File: config.mk
export PLATFORM = sky130hd
export DESIGN_NAME = pwm_out_dirctl
export DESIGN_NICKNAME = d
export VERILOG_FILES = /design/src/rtl/owc_pkg.sv /design/src/rtl/owc_swap.sv /design/src/rtl/owc_apply.sv /design/src/rtl/pwm_out_dirctl.sv
export SDC_FILE = /design/constraint.sdc
export NUM_CORES = 1
export LEC_CHECK = 0
export BUFFER_PORTS_ARGS = -buffer_cell sky130_fd_sc_hd__buf_4
export CAP_MARGIN = 0
export CORE_UTILIZATION = 43
export CTS_CLUSTER_SIZE = 30
export DETAILED_ROUTE_END_ITERATION = 16
export PLACE_DENSITY = 0.87
export SETUP_SLACK_MARGIN = 0.4
export SLEW_MARGIN = 5
export SYNTH_ARGS = -nofsm -noshare
export SYNTH_HDL_FRONTEND = slang
export SYNTH_HIERARCHICAL = 1
export SYNTH_SLANG_ARGS = --single-unit
File: constraint.sdc
create_clock -name clk -period 1.55 [get_ports clk]
set_input_delay 0.0775 -clock clk [delete_from_list [all_inputs] [get_ports clk]]
set_output_delay 0.0775 -clock clk [all_outputs]
set_load 0.01 [all_outputs]
File: src/rtl/owc_pkg.sv
package owc_pkg;
    parameter int NUM_OUT = 7;
    localparam int FLD_W  = 2;
    localparam int MODE_W = NUM_OUT * FLD_W;

    typedef enum logic [FLD_W-1:0] {
        DIR_NONE = 2'd0,
        DIR_LO   = 2'd1,
        DIR_HI   = 2'd2,
        DIR_RSVD = 2'd3
    } dir_sel_e;

    typedef struct packed {
        logic [NUM_OUT-1:0] pins;
        logic [MODE_W-1:0]  mode;
    } owc_state_t;
endpackage

File: src/rtl/owc_swap.sv
module owc_swap
    import owc_pkg::*;
#(
    parameter int N  = NUM_OUT,
    parameter int FW = FLD_W
) (
    input  logic [N*FW-1:0] mode,
    input  logic            dn_lo,
    input  logic            dn_hi,
    input  logic            unify,
    input  logic [N-1:0]    set_req,
    input  logic [N-1:0]    clr_req,
    output logic [N-1:0]    eff_set,
    output logic [N-1:0]    eff_clr
);
    for (genvar k = 0; k < N; k++) begin : g_out
        dir_sel_e code_k;
        logic     swap_k;
        assign code_k  = dir_sel_e'(mode[k*FW +: FW]);
        assign swap_k  = ((code_k == DIR_LO) && dn_lo)
                       || ((code_k == DIR_HI) && !unify && dn_hi);
        assign eff_set[k] = swap_k ? clr_req[k] : set_req[k];
        assign eff_clr[k] = swap_k ? set_req[k] : clr_req[k];
    end
endmodule

File: src/rtl/owc_apply.sv
module owc_apply
    import owc_pkg::*;
#(
    parameter int N = NUM_OUT
) (
    input  logic [N-1:0] cur,
    input  logic [N-1:0] eff_set,
    input  logic [N-1:0] eff_clr,
    input  logic [N-1:0] tog_req,
    output logic [N-1:0] nxt
);
    always_comb begin
        for (int k = 0; k < N; k++) begin
            if (eff_set[k] && eff_clr[k])
                nxt[k] = ~cur[k];
            else if (eff_set[k])
                nxt[k] = 1'b1;
            else if (eff_clr[k])
                nxt[k] = 1'b0;
            else if (tog_req[k])
                nxt[k] = ~cur[k];
            else
                nxt[k] = cur[k];
        end
    end
endmodule

File: src/rtl/pwm_out_dirctl.sv
module pwm_out_dirctl
    import owc_pkg::*;
(
    input  logic               clk,
    input  logic               rst_n,
    input  logic               pins_wr_en,
    input  logic [NUM_OUT-1:0] pins_wdata,
    input  logic               mode_wr_en,
    input  logic [MODE_W-1:0]  mode_wdata,
    input  logic               halt_lo,
    input  logic               halt_hi,
    input  logic               dn_lo,
    input  logic               dn_hi,
    input  logic               unify,
    input  logic [NUM_OUT-1:0] set_req,
    input  logic [NUM_OUT-1:0] clr_req,
    input  logic [NUM_OUT-1:0] tog_req,
    output logic [NUM_OUT-1:0] pins_q,
    output logic [MODE_W-1:0]  mode_q
);
    owc_state_t         st_d, st_q;
    logic [NUM_OUT-1:0] eff_set, eff_clr, evt_pins;
    logic               all_halted;

    owc_swap #(.N(NUM_OUT), .FW(FLD_W)) u_swap (
        .mode    (st_q.mode),
        .dn_lo   (dn_lo),
        .dn_hi   (dn_hi),
        .unify   (unify),
        .set_req (set_req),
        .clr_req (clr_req),
        .eff_set (eff_set),
        .eff_clr (eff_clr)
    );

    owc_apply #(.N(NUM_OUT)) u_apply (
        .cur     (st_q.pins),
        .eff_set (eff_set),
        .eff_clr (eff_clr),
        .tog_req (tog_req),
        .nxt     (evt_pins)
    );

    always_comb begin
        st_d       = st_q;
        all_halted = halt_lo && (unify || halt_hi);
        if (mode_wr_en)
            st_d.mode = mode_wdata;
        if (pins_wr_en && all_halted)
            st_d.pins = pins_wdata;
        else
            st_d.pins = evt_pins;
    end

    always_ff @(posedge clk or negedge rst_n) begin
        if (!rst_n)
            st_q <= '0;
        else
            st_q <= st_d;
    end

    assign pins_q = st_q.pins;
    assign mode_q = st_q.mode;

    // a write while any counter runs, with no requests, leaves pins alone
    a_r3_write_blocked: assert property (@(posedge clk) disable iff (!rst_n)
        (pins_wr_en && !halt_lo && set_req == '0 && clr_req == '0 && tog_req == '0)
        |=> $stable(pins_q));

    // a halted write lands on the next edge
    a_r2_halted_write: assert property (@(posedge clk) disable iff (!rst_n)
        (pins_wr_en && halt_lo && halt_hi) |=> (pins_q == $past(pins_wdata)));

    // selector write accepted at any time
    a_r9_mode_load: assert property (@(posedge clk) disable iff (!rst_n)
        mode_wr_en |=> (mode_q == $past(mode_wdata)));

    // with no request and no write, every pin holds
    a_r4_hold: assert property (@(posedge clk) disable iff (!rst_n)
        (!pins_wr_en && set_req == '0 && clr_req == '0 && tog_req == '0)
        |=> $stable(pins_q));

    // toggle-only requests invert exactly the requested pins
    a_r8_toggle: assert property (@(posedge clk) disable iff (!rst_n)
        (!pins_wr_en && set_req == '0 && clr_req == '0)
        |=> (pins_q == ($past(pins_q) ^ $past(tog_req))));

    // selector holds when not written
    a_r9_mode_hold: assert property (@(posedge clk) disable iff (!rst_n)
        !mode_wr_en |=> $stable(mode_q));
endmodule

==> flow_metrics.env <==
export IMPL_status="finished with violations"
export IMPL_violations="setup timing"
export IMPL_crit_buf_inv=1
export IMPL_p_per_area_nw_per_um2=778
export IMPL_syn_nets=231
export IMPL_post_route_cell_area_sq_um=2700
export IMPL_rsz0062_at_grt="yes"
export IMPL_multiInputGateArea_sq_um=1210
export IMPL_rows=22
export IMPL_syn_area_sq_um=1680
export IMPL_vias_per_cell=5.71
export IMPL_ys_ff_latch=21
export IMPL_start_kind="flip-flop"
export IMPL_netlist_instances=180
export IMPL_placed_area_sq_um=2420
export IMPL_gp_congestion=0.794
export IMPL_hold_depth=2
export IMPL_path_max_fanout=7
export IMPL_antenna_left=0
export IMPL_crit_chain="a22o_1 -> a221oi_2 -> inv_1 -> a21oi_2 -> o22ai_2 -> mux2_2"
export IMPL_n_antenna_cell=0
export IMPL_grt_usage=0.228
export IMPL_cp_top_family="compound AO/OA/AOI/OAI gates"
export IMPL_crit_required_ns=1.70
export IMPL_antenna_found_initial=0
export IMPL_yosys_warnings=6
export IMPL_syn_to_final_growth_pct=60.5
export IMPL_die_h_um=64.6
export IMPL_yosysMostFrequentCell="a211oi_1"
export IMPL_clock_sinks=21
export IMPL_max_slew_margin=0.713
export IMPL_drt_pass1_iter_count=4
export IMPL_slowest_delay_ns=0.45
export IMPL_register_area_sq_um=537
export IMPL_numCtsBuffers=3
export IMPL_hp_class="input pin to flip-flop"
export IMPL_yosys_top_cells_count="a211oi_1 (23), dfrtp_1 (21), mux2_2 (21), o22ai_1 (19), inv_1 (16)"
export IMPL_num_vias=1840
export IMPL_fillCellCount=303
export IMPL_finalSetupTns_ns=-0.469
export IMPL_final_hold_violation_count=0
export IMPL_post_route_util=0.727
export IMPL_cts_tree="built"
export IMPL_synth_flop_cell="dfrtp_1"
export IMPL_gr_total_overflow=0
export IMPL_routed_wl_mm=4.83
export IMPL_clkLatencyLatePin_ns=0.26
export IMPL_max_freq_ghz=0.581
export IMPL_finClkSkew_ns=0.00351
export IMPL_die_area_sq_um=4170
export IMPL_synth_top_cell_area_share=0.312
export IMPL_cellLeakagePower_nw=1.19
export IMPL_grt_max_degree=27
export IMPL_drc=0
export IMPL_drv_cap=0
export IMPL_slowest_stage="dfrtp_2"
export IMPL_synthArstFlopShare=1.00
export IMPL_root_buffer="clkbuf_8"
export IMPL_period_needed_ns=1.72
export IMPL_die_w_um=64.6
export IMPL_fp_coreArea_sq_um=3720
export IMPL_start_util=0.453
export IMPL_place_ws_ns=-0.0743
export IMPL_worstSetupPathDepth=6
export IMPL_setup_viol=7
export IMPL_tightest_slew_ns=0.430
export IMPL_synth_edff_count=0
export IMPL_total_power_mw=2.10
export IMPL_fin_crit_sh=1.11
export IMPL_grt_pass1_wl_mm=7.35
export IMPL_irDropWorstVdd_mv=0.538
export IMPL_hpwl_mm=3.18
export IMPL_port_buffers=71
export IMPL_fin_ws_ns=-0.172
export IMPL_fin_nets=326
export IMPL_cp_arrival_ns=1.87
export IMPL_cp_end_kind="flip-flop"
export IMPL_synth_area_leaders="dfrtp_1 (31%), mux2_2 (14%), a211oi_1 (10%)"
export IMPL_final_layout_size_suffix_gt1_frac=0.613
export IMPL_synth_cell_types=26
export IMPL_syn_avg_cell_area_sq_um=9.35
export IMPL_clkTransAtPathRegs_ns=0.08
export IMPL_io_pins=72
export IMPL_synth_seq_area_share=0.312
export IMPL_drt_initial_drc_count=43
export IMPL_first_global_vias=1659
export IMPL_drv_slew=0
export IMPL_yosys_area_top_type="dfrtp_1"
export IMPL_cts_htree_levels=1
export IMPL_path_class="flip-flop to flip-flop"
export IMPL_wl_per_cell_um=15.0
export IMPL_ff2ff_path_depth=6
export IMPL_cts_buffer_depth=2
-- metrics by stage --
stage,std cells,hold slack (ns)
after floorplan,180,-0.218
after global placement,310,-0.0165
after detailed placement,310,-0.0152
after CTS,322,0.0359
after global routing,322,0.0316
final,322,0.0390
-- kinds of logic after synthesis --
logic type      synth area share
compound gates             0.320
simple gates               0.152
buf+inv                   0.0751
mux                        0.141
flops                      0.312
-- power breakdown --
part / internal [mW] / leakage, nW / switching [mW]
combinational: 0.586 / 0.927 / 0.419
sequential: 0.643 / 0.236 / 0.0878
clock: 0.179 / 0.0255 / 0.187
total: 1.41 / 1.19 / 0.694
-- state kept, by name, indices dropped and copies added, names as in the netlist --
signal,flops
mode_q,14
pins_q,7
-- cells in the final DEF, fill, tap and decap left out, types with 2 or more instances in the layout --
cell / netlist / routed
o22ai_2: 0 / 6
mux2_4: 0 / 4
mux2_2: 21 / 17
a21oi_1: 14 / 12
a21oi_2: 0 / 2
a211oi_2: 1 / 13
clkbuf_8: 0 / 3
o22ai_4: 0 / 2
dfrtp_1: 21 / 12
a22o_1: 2 / 2
inv_1: 16 / 16
o22ai_1: 19 / 11
nor3b_1: 12 / 12
nor2b_1: 12 / 11
buf_6: 1 / 6
dfrtp_2: 0 / 9
o32ai_1: 2 / 2
o21a_1: 12 / 12
buf_4: 1 / 92
a211oi_1: 23 / 11
or3b_4: 0 / 6
-- layer usage --
metal  part of all wire  track usage
met2               0.50        0.409
met4              0.010       0.0750
met1               0.44        0.273
met3              0.052       0.0370
met5                  0            0
-- area by class of cell --
| cell class | instances | share of cell area |
|---|---|---|
| inverter | 16 | 0.0222 |
| sequential | 21 | 0.199 |
| tap | 48 | 0.0222 |
| multi-input combinational | 133 | 0.448 |
| clock buffer | 3 | 0.0153 |
| timing repair buffer | 100 | 0.292 |
| clock inverter | 1 | 0.00185 |
-- repair_timing --
| item | CTS | global route |
|---|---|---|
| endpoints found under the hold margin | 21 | 0 |
| pin swaps | 13 | 8 |
| endpoints found under the setup margin | 7 | 9 |
| hold buffers | 1 | 0 |
| buffers inserted | 7 | 0 |
| resized for setup | 24 | 17 |
-- final timing paths --
path / end / start / slack, ns
max: pins_q[1] / mode_q[2] / -0.17
min: mode_q[4] / mode_wdata[4] / 0.04
max reg2reg: pins_q[1] / mode_q[2] / -0.17
min reg2reg: mode_q[11] / mode_q[11] / 0.58
max in group asynchronous: mode_q[10] / rst_n / 1.07
min in group asynchronous: mode_q[12] / rst_n / 0.23
Note: power is estimated with default switching activity, not from simulation.
